[config.mk]
export PLATFORM = sky130hd
export DESIGN_NAME = aclink_codec_if
export DESIGN_NICKNAME = d
export VERILOG_FILES = /design/src/rtl/aclink_pkg.sv /design/src/rtl/aclink_timing.sv /design/src/rtl/aclink_deframe.sv /design/src/rtl/aclink_readback.sv /design/src/rtl/aclink_framer.sv /design/src/rtl/aclink_codec_if.sv
export SDC_FILE = /design/constraint.sdc
export NUM_CORES = 1
export LEC_CHECK = 0
export BUFFER_PORTS_ARGS = -buffer_cell sky130_fd_sc_hd__buf_2
export CORE_MARGIN = 2
export CORE_UTILIZATION = 50
export DETAILED_ROUTE_END_ITERATION = 16
export GPL_ROUTABILITY_DRIVEN = 0
export PLACE_DENSITY = 0.8
export SETUP_SLACK_MARGIN = 0.4
export SLEW_MARGIN = 20
export SYNTH_ARGS = -nofsm -noshare
export SYNTH_HDL_FRONTEND = slang
export SYNTH_SLANG_ARGS = --single-unit
[constraint.sdc]
create_clock -name clk_i -period 3.3 [get_ports clk_i]
set_input_delay 0.495 -clock clk_i [delete_from_list [all_inputs] [get_ports clk_i]]
set_output_delay 0.495 -clock clk_i [all_outputs]
set_load 0.02 [all_outputs]
[src/rtl/aclink_pkg.sv]
package aclink_pkg;
  localparam int unsigned TAG_W      = 16;
  localparam int unsigned SLOT_W     = 20;
  localparam int unsigned ADDR_W     = 7;
  localparam int unsigned REG_W      = 16;
  localparam int unsigned SMP_W      = 18;
  localparam int unsigned FRAME_BITS = 256;
  localparam int unsigned NUM_CH     = 2;  // index 0 = left, 1 = right
endpackage

[src/rtl/aclink_timing.sv]
module aclink_timing #(
  parameter int unsigned FRAME_BITS = aclink_pkg::FRAME_BITS,
  localparam int unsigned CNT_W     = $clog2(FRAME_BITS + 1)
) (
  input  logic             clk_i,
  input  logic             rst_ni,
  input  logic             sync_i,
  input  logic             rx_i,
  output logic             start_o,
  output logic [CNT_W-1:0] cnt_o,
  output logic             rx_bit_o
);
  logic sync_n_q, rx_n_q, sync_p_q;
  logic [CNT_W-1:0] cnt_q;

  // falling-edge capture of the inbound pins
  always_ff @(negedge clk_i or negedge rst_ni) begin
    if (!rst_ni) begin
      sync_n_q <= 1'b0;
      rx_n_q   <= 1'b0;
    end else begin
      sync_n_q <= sync_i;
      rx_n_q   <= rx_i;
    end
  end

  always_ff @(posedge clk_i or negedge rst_ni) begin
    if (!rst_ni) sync_p_q <= 1'b0;
    else         sync_p_q <= sync_n_q;
  end

  assign start_o = sync_n_q & ~sync_p_q;

  // cnt = index of the outbound bit driven at this rising edge; FRAME_BITS = idle
  always_ff @(posedge clk_i or negedge rst_ni) begin
    if (!rst_ni)                              cnt_q <= CNT_W'(FRAME_BITS);
    else if (start_o)                         cnt_q <= CNT_W'(1);
    else if (cnt_q != CNT_W'(FRAME_BITS))     cnt_q <= cnt_q + CNT_W'(1);
  end

  assign cnt_o    = cnt_q;
  assign rx_bit_o = rx_n_q;

  assert_start_count_R1: assert property (@(posedge clk_i) disable iff (!rst_ni)
    start_o |=> (cnt_q == CNT_W'(1)));
endmodule

[src/rtl/aclink_deframe.sv]
module aclink_deframe
  import aclink_pkg::*;
#(
  parameter int unsigned FRAME_BITS = aclink_pkg::FRAME_BITS,
  localparam int unsigned CNT_W     = $clog2(FRAME_BITS + 1),
  localparam int unsigned RX_BITS   = TAG_W + 4 * SLOT_W
) (
  input  logic                           clk_i,
  input  logic                           rst_ni,
  input  logic                           start_i,
  input  logic [CNT_W-1:0]               cnt_i,
  input  logic                           bit_i,
  output logic                           wr_en_o,
  output logic                           rd_en_o,
  output logic [ADDR_W-1:0]              addr_o,
  output logic [REG_W-1:0]               data_o,
  output logic [NUM_CH-1:0]              play_vld_o,
  output logic [NUM_CH-1:0][SMP_W-1:0]   play_smp_o
);
  // full frame prefix = {sh_q, bit_i}; MSB is frame bit 0
  logic [RX_BITS-2:0] sh_q;
  logic shift_en, done;

  assign shift_en = !start_i && (cnt_i >= CNT_W'(1)) && (cnt_i <= CNT_W'(RX_BITS));
  assign done     = shift_en && (cnt_i == CNT_W'(RX_BITS));

  always_ff @(posedge clk_i or negedge rst_ni) begin
    if (!rst_ni)       sh_q <= '0;
    else if (shift_en) sh_q <= {sh_q[RX_BITS-3:0], bit_i};
  end

  localparam int unsigned T_VALID = RX_BITS - 2;
  localparam int unsigned S1_HI   = RX_BITS - TAG_W - 2;
  localparam int unsigned S2_HI   = S1_HI - SLOT_W;

  logic f_valid, f_addr, f_data, f_wr;
  logic [NUM_CH-1:0] f_play;
  logic [ADDR_W-1:0] f_idx;
  logic [REG_W-1:0]  f_wdata;
  logic [NUM_CH-1:0][SMP_W-1:0] f_smp;

  assign f_valid = sh_q[T_VALID];
  assign f_addr  = sh_q[T_VALID-1];
  assign f_data  = sh_q[T_VALID-2];
  assign f_wr    = sh_q[S1_HI];
  assign f_idx   = sh_q[S1_HI-1 -: ADDR_W];
  assign f_wdata = sh_q[S2_HI -: REG_W];

  for (genvar ch = 0; ch < NUM_CH; ch++) begin : g_play
    localparam int unsigned SS_HI = S2_HI - (ch + 1) * SLOT_W;
    assign f_play[ch] = sh_q[T_VALID-3-ch];
    assign f_smp[ch]  = sh_q[SS_HI -: SMP_W];

    always_ff @(posedge clk_i or negedge rst_ni) begin
      if (!rst_ni) begin
        play_vld_o[ch] <= 1'b0;
        play_smp_o[ch] <= '0;
      end else begin
        play_vld_o[ch] <= done && f_valid && f_play[ch];
        if (done && f_valid && f_play[ch]) play_smp_o[ch] <= f_smp[ch];
      end
    end

    assert_play_pulse_R7: assert property (@(posedge clk_i) disable iff (!rst_ni)
      play_vld_o[ch] |=> !play_vld_o[ch]);
  end

  always_ff @(posedge clk_i or negedge rst_ni) begin
    if (!rst_ni) begin
      wr_en_o <= 1'b0;
      rd_en_o <= 1'b0;
      addr_o  <= '0;
      data_o  <= '0;
    end else begin
      wr_en_o <= done && f_valid && f_addr && f_data && f_wr;
      rd_en_o <= done && f_valid && f_addr && !f_wr;
      if (done && f_valid && f_addr) addr_o <= f_idx;
      if (done && f_valid && f_addr && f_data && f_wr) data_o <= f_wdata;
    end
  end

  assert_wr_pulse_R4: assert property (@(posedge clk_i) disable iff (!rst_ni)
    wr_en_o |=> !wr_en_o);
  assert_rd_pulse_R5: assert property (@(posedge clk_i) disable iff (!rst_ni)
    rd_en_o |=> !rd_en_o);
endmodule

[src/rtl/aclink_readback.sv]
module aclink_readback
  import aclink_pkg::*;
(
  input  logic              clk_i,
  input  logic              rst_ni,
  input  logic              start_i,
  input  logic              rd_en_i,
  input  logic [ADDR_W-1:0] rd_addr_i,
  input  logic [REG_W-1:0]  rd_data_i,
  output logic              pend_v_o,
  output logic [ADDR_W-1:0] pend_addr_o,
  output logic [REG_W-1:0]  pend_data_o
);
  always_ff @(posedge clk_i or negedge rst_ni) begin
    if (!rst_ni) begin
      pend_v_o    <= 1'b0;
      pend_addr_o <= '0;
      pend_data_o <= '0;
    end else if (rd_en_i) begin
      pend_v_o    <= 1'b1;
      pend_addr_o <= rd_addr_i;
      pend_data_o <= rd_data_i;
    end else if (start_i) begin
      pend_v_o    <= 1'b0;  // consumed by the frame being loaded now
    end
  end

  assert_pend_consumed_R6: assert property (@(posedge clk_i) disable iff (!rst_ni)
    start_i |=> !pend_v_o);
endmodule

[src/rtl/aclink_framer.sv]
module aclink_framer
  import aclink_pkg::*;
#(
  parameter int unsigned FRAME_BITS = aclink_pkg::FRAME_BITS,
  localparam int unsigned CNT_W     = $clog2(FRAME_BITS + 1),
  localparam int unsigned TX_BITS   = TAG_W + 4 * SLOT_W
) (
  input  logic                         clk_i,
  input  logic                         rst_ni,
  input  logic                         start_i,
  input  logic [CNT_W-1:0]             cnt_i,
  input  logic                         ready_i,
  input  logic                         pend_v_i,
  input  logic [ADDR_W-1:0]            pend_addr_i,
  input  logic [REG_W-1:0]             pend_data_i,
  input  logic [NUM_CH-1:0]            need_i,
  input  logic [NUM_CH-1:0]            rec_vld_i,
  input  logic [NUM_CH-1:0][SMP_W-1:0] rec_smp_i,
  output logic                         tx_o
);
  logic [TAG_W-1:0]              tag;
  logic [SLOT_W-1:0]             s1, s2;
  logic [NUM_CH-1:0][SLOT_W-1:0] rec_slot;
  logic [TX_BITS-1:0]            frame, sh_q;

  assign tag = {ready_i, pend_v_i, pend_v_i, rec_vld_i[0], rec_vld_i[1], {(TAG_W-5){1'b0}}};
  // request bits are active low
  assign s1  = {1'b0, pend_v_i ? pend_addr_i : {ADDR_W{1'b0}}, ~need_i[0], ~need_i[1],
                {(SLOT_W-ADDR_W-3){1'b0}}};
  assign s2  = pend_v_i ? {pend_data_i, {(SLOT_W-REG_W){1'b0}}} : '0;

  for (genvar ch = 0; ch < NUM_CH; ch++) begin : g_rec
    assign rec_slot[ch] = rec_vld_i[ch] ? {rec_smp_i[ch], {(SLOT_W-SMP_W){1'b0}}} : '0;
  end

  assign frame = {tag, s1, s2, rec_slot[0], rec_slot[1]};

  always_ff @(posedge clk_i or negedge rst_ni) begin
    if (!rst_ni) begin
      tx_o <= 1'b0;
      sh_q <= '0;
    end else if (start_i) begin
      tx_o <= frame[TX_BITS-1];
      sh_q <= {frame[TX_BITS-2:0], 1'b0};
    end else if (cnt_i < CNT_W'(FRAME_BITS)) begin
      tx_o <= sh_q[TX_BITS-1];
      sh_q <= {sh_q[TX_BITS-2:0], 1'b0};
    end else begin
      tx_o <= 1'b0;
    end
  end

  assert_ready_bit_R8: assert property (@(posedge clk_i) disable iff (!rst_ni)
    start_i |=> (tx_o == $past(ready_i)));
  assert_reserved_zero_R11: assert property (@(posedge clk_i) disable iff (!rst_ni)
    (!start_i && cnt_i >= CNT_W'(TX_BITS)) |=> !tx_o);
endmodule

[src/rtl/aclink_codec_if.sv]
module aclink_codec_if
  import aclink_pkg::*;
#(
  parameter int unsigned FRAME_BITS = aclink_pkg::FRAME_BITS,
  localparam int unsigned CNT_W     = $clog2(FRAME_BITS + 1)
) (
  input  logic              clk_i,
  input  logic              rst_ni,
  input  logic              frame_sync_i,
  input  logic              ser_rx_i,
  output logic              ser_tx_o,
  input  logic              ready_i,
  output logic              wr_en_o,
  output logic [ADDR_W-1:0] wr_addr_o,
  output logic [REG_W-1:0]  wr_data_o,
  output logic              rd_en_o,
  output logic [ADDR_W-1:0] rd_addr_o,
  input  logic [REG_W-1:0]  rd_data_i,
  output logic              play_l_vld_o,
  output logic [SMP_W-1:0]  play_l_o,
  output logic              play_r_vld_o,
  output logic [SMP_W-1:0]  play_r_o,
  input  logic              rec_l_vld_i,
  input  logic [SMP_W-1:0]  rec_l_i,
  input  logic              rec_r_vld_i,
  input  logic [SMP_W-1:0]  rec_r_i,
  input  logic              need_l_i,
  input  logic              need_r_i
);
  logic                         start, rx_bit;
  logic [CNT_W-1:0]             cnt;
  logic [ADDR_W-1:0]            ctl_addr;
  logic [NUM_CH-1:0]            play_vld;
  logic [NUM_CH-1:0][SMP_W-1:0] play_smp;
  logic                         pend_v;
  logic [ADDR_W-1:0]            pend_addr;
  logic [REG_W-1:0]             pend_data;

  aclink_timing #(.FRAME_BITS(FRAME_BITS)) u_timing (
    .clk_i    (clk_i),
    .rst_ni   (rst_ni),
    .sync_i   (frame_sync_i),
    .rx_i     (ser_rx_i),
    .start_o  (start),
    .cnt_o    (cnt),
    .rx_bit_o (rx_bit)
  );

  aclink_deframe #(.FRAME_BITS(FRAME_BITS)) u_deframe (
    .clk_i      (clk_i),
    .rst_ni     (rst_ni),
    .start_i    (start),
    .cnt_i      (cnt),
    .bit_i      (rx_bit),
    .wr_en_o    (wr_en_o),
    .rd_en_o    (rd_en_o),
    .addr_o     (ctl_addr),
    .data_o     (wr_data_o),
    .play_vld_o (play_vld),
    .play_smp_o (play_smp)
  );

  assign wr_addr_o    = ctl_addr;
  assign rd_addr_o    = ctl_addr;
  assign play_l_vld_o = play_vld[0];
  assign play_r_vld_o = play_vld[1];
  assign play_l_o     = play_smp[0];
  assign play_r_o     = play_smp[1];

  aclink_readback u_readback (
    .clk_i       (clk_i),
    .rst_ni      (rst_ni),
    .start_i     (start),
    .rd_en_i     (rd_en_o),
    .rd_addr_i   (ctl_addr),
    .rd_data_i   (rd_data_i),
    .pend_v_o    (pend_v),
    .pend_addr_o (pend_addr),
    .pend_data_o (pend_data)
  );

  aclink_framer #(.FRAME_BITS(FRAME_BITS)) u_framer (
    .clk_i       (clk_i),
    .rst_ni      (rst_ni),
    .start_i     (start),
    .cnt_i       (cnt),
    .ready_i     (ready_i),
    .pend_v_i    (pend_v),
    .pend_addr_i (pend_addr),
    .pend_data_i (pend_data),
    .need_i      ({need_r_i, need_l_i}),
    .rec_vld_i   ({rec_r_vld_i, rec_l_vld_i}),
    .rec_smp_i   ({rec_r_i, rec_l_i}),
    .tx_o        (ser_tx_o)
  );
endmodule

==> results.cfg <==
[synth]
synth_fp_nets = 907
ys_ff_latch = 288
synthCells = 843
avgSynthCellArea_um2 = 13.9
synth_area_leaders = dfrtp_1 (61%), mux2_2 (15%), mux2i_1 (7.7%), nand3_1 (2.8%), o21ai_0 (2.7%)
synth-edff-count = 0
postSynth.asyncResetShare_pct = 100
synthAdderAreaFrac_pct = 0.321
synthSimpleGateAreaFrac_pct = 6.20
yosys.area_share.xor_xnor_pct = 0.450
ys_warn_count = 0
synth_top_area_share_pct = 61.1
yosys-mux-area-fraction_pct = 25.1
synthFlopType = dfrtp_1
synth_compound_area_share_pct = 3.24
synth_area_leader_cell = dfrtp_1
synth_top_family_by_area = multiplexers
synth_area_mm2 = 0.0117
ys_types = 41
seq_area_frac_synth_pct = 61.7

[global_route]
first_global_vias = 7362
grt_max_degree = 70
overflow = 0
antenna_found_initial = 0
grt_first_pass_wirelength_um = 38100
groute.usage.overall_pct = 19.1

[job]
cap_violations = 0

[routing]
ant_nets = 0
totalWireLength_um = 24200
wl_per_cell_um = 17.9
drc = 0
drt_pass1_iterations = 4
avgViaCountPerCell = 5.28
route.vias.total = 7139
drt_iter0_drc = 395

[worst_setup_path]
crit_fanout = 17
crit_buf_inv = 2
required_ns = 3.72
crit_type = flip-flop to flip-flop
r2r_slack_ns = -0.04
crit_arrival_ns = 3.76
cp_slowest_cell = dfrtn_1
path_cells = nand2b_1, nand2_2, a311oi_4, buf_6, buf_12, mux2_2
slowest_delay_ns = 0.35
worst_setup_path_end_kind = flip-flop
cpLargestDelayFamily = buffers and inverters
start_kind = flip-flop

[die]
rows = 55
start_util_pct = 51.3
die_area_mm2 = 0.0246
io_pins = 132
die_h_um = 157
die_w_um = 157
core_area_mm2 = 0.0228

[clock_network]
cts_tree = yes
worstSkewPairLatency_ns = 0.54
cts.sink_count = 288
htree_levels = 1
cts_root_buf = clkbuf_16
numCtsBuffers = 29
clk_pin_slew_worst_paths_ns = 0.06
clk_path_buf_depth = 3

[status]
status = finished, violations left
violations = negative setup slack

[cells_and_area]
multi_input_area_mm2 = 0.00458
mostFrequentLayoutCells = dfrtp_1 (285), buf_2 (130), mux2_4 (105)
antenna_cells = 0
regArea_mm2 = 0.00721
fillCellCount = 1551
drive_gt1_share_pct = 44.0
final_common_cell = dfrtp_1
final_cell_area_mm2 = 0.0152
syn2layout_area_growth_pct = 29.8
layout.nets = 1079

[power_and_ir_drop]
max-vdd-ir-drop_v = 0.000580
leakage_nw = 7.46
power.density_mw_per_mm2 = 588
fin_total_pwr_mw = 8.91

[placed_design]
numPortBuffers = 131
dp_slack_ns = 0.00461
dp_hpwl_um = 13200
dpl-instance-area_mm2 = 0.0128

[sta]
worst_slack_ns = -0.0405
rsz0062_at_grt = true
final-setup-viol-count = 78
holdWs_ns = 0.130
slew_viol_final = 0
finalHoldViolations = 0
slew-limit-headroom_pct = 31.8
tns_ns = -1.40
worst_slew_pin_slew_ns = 1.02
fin_skew_ns = 0.0104

[hold_path]
hold_class = primary input to flip-flop
==> sequential cells by signal, summed over array words and instances (netlist names) <==
name,count
u_deframe.sh_q,95
u_framer.sh_q,93
u_deframe.play_smp_o,36
u_deframe.data_o,16
u_readback.pend_data_o,16
u_timing.cnt_o,9
u_deframe.addr_o,7
u_readback.pend_addr_o,7
u_deframe.play_vld_o,2
u_deframe.rd_en_o,1
u_deframe.wr_en_o,1
u_framer.tx_o,1
u_readback.pend_v_o,1
u_timing.rx_bit_o,1
u_timing.sync_n_q,1
u_timing.sync_p_q,1
==> worst paths after layout <==
check	to	startpoint	cells past startpoint
max reg2reg	u_deframe.sh_q[15]	u_timing.sync_n_q	6
min in group asynchronous	u_deframe.sh_q[51]	rst_ni	2
min	u_framer.sh_q[72]	need_l_i	2
max in group asynchronous	u_framer.sh_q[89]	rst_ni	4
min reg2reg	u_deframe.play_smp_o[4]	u_deframe.play_smp_o[4]	1
max	u_deframe.sh_q[15]	u_timing.sync_n_q	6
==> through the flow <==
stage	utilization [%]	instances
floorplan	-	843
global placement	56.4	1252
detailed placement	56.4	1252
CTS	64.8	1338
global route	66.6	1351
finish	66.6	1351
==> power by group <==
group          total, mW  internal [mW]  leakage, nW  switching, mW
Combinational       1.28          0.767         3.04          0.513
Sequential          4.12           3.85         3.90          0.269
Clock               3.51           2.17        0.524           1.34
==> metal layers <==
| layer | up-vias | wire, µm | track usage, % |
|---|---|---|---|
| li1 | 3329 | - | - |
| met1 | 3617 | 11000 | 26.6 |
| met2 | 159 | 11700 | 32.1 |
| met3 | 34 | 1170 | 3.38 |
| met4 | 0 | 372 | 3.54 |
| met5 | - | 0 | 0 |
==> repair_timing <==
action                     in CTS  in global routing
pin swaps                       0                  0
setup endpoints to repair     233                255
hold buffers                    1                  0
hold endpoints to repair       14                  0
resized for setup             129                 63
gates cloned                   13                  8
setup buffers                  18                  5
==> worst register-to-register path, stage by stage, from the launching register on <==
cell      delay (ns)
dfrtn_1         0.35
nand2b_1        0.12
nand2_2         0.11
a311oi_4        0.28
buf_6           0.21
buf_12          0.17
mux2_2          0.35
==> synth_stat cells (3+ instances only) <==
cell type  number
buf_1           9
mux2i_1        90
clkbuf_1       32
nor4_1          3
a21oi_1         5
nand2_1        15
nor2b_1         3
mux2_1          9
nand3b_1        3
xor2_1          4
inv_1           3
buf_2           6
nand3_1        66
dfrtp_1       285
buf_4          13
ha_1            3
o21ai_0        63
mux2_4         10
nor2_1         36
mux2_2        158
buf_6           3
==> cells by family after synthesis <==
family,after synthesis
flip-flops,288
adder cells (fa/ha/maj),3
buffers and inverters,67
AND/OR/NAND/NOR,140
multiplexers,267
AO/OA/AOI/OAI,72
XOR/XNOR,6
==> cell type report <==
type / instances / area share (%)
Clock buffer: 44 / 5.88
Clock inverter: 10 / 1.06
Inverter: 3 / 0.0743
Multi-Input combinational cell: 488 / 30.2
Sequential cell: 288 / 47.6
Tap cell: 313 / 2.58
Timing Repair Buffer: 205 / 12.6
Power figures use the tool's default switching activity.
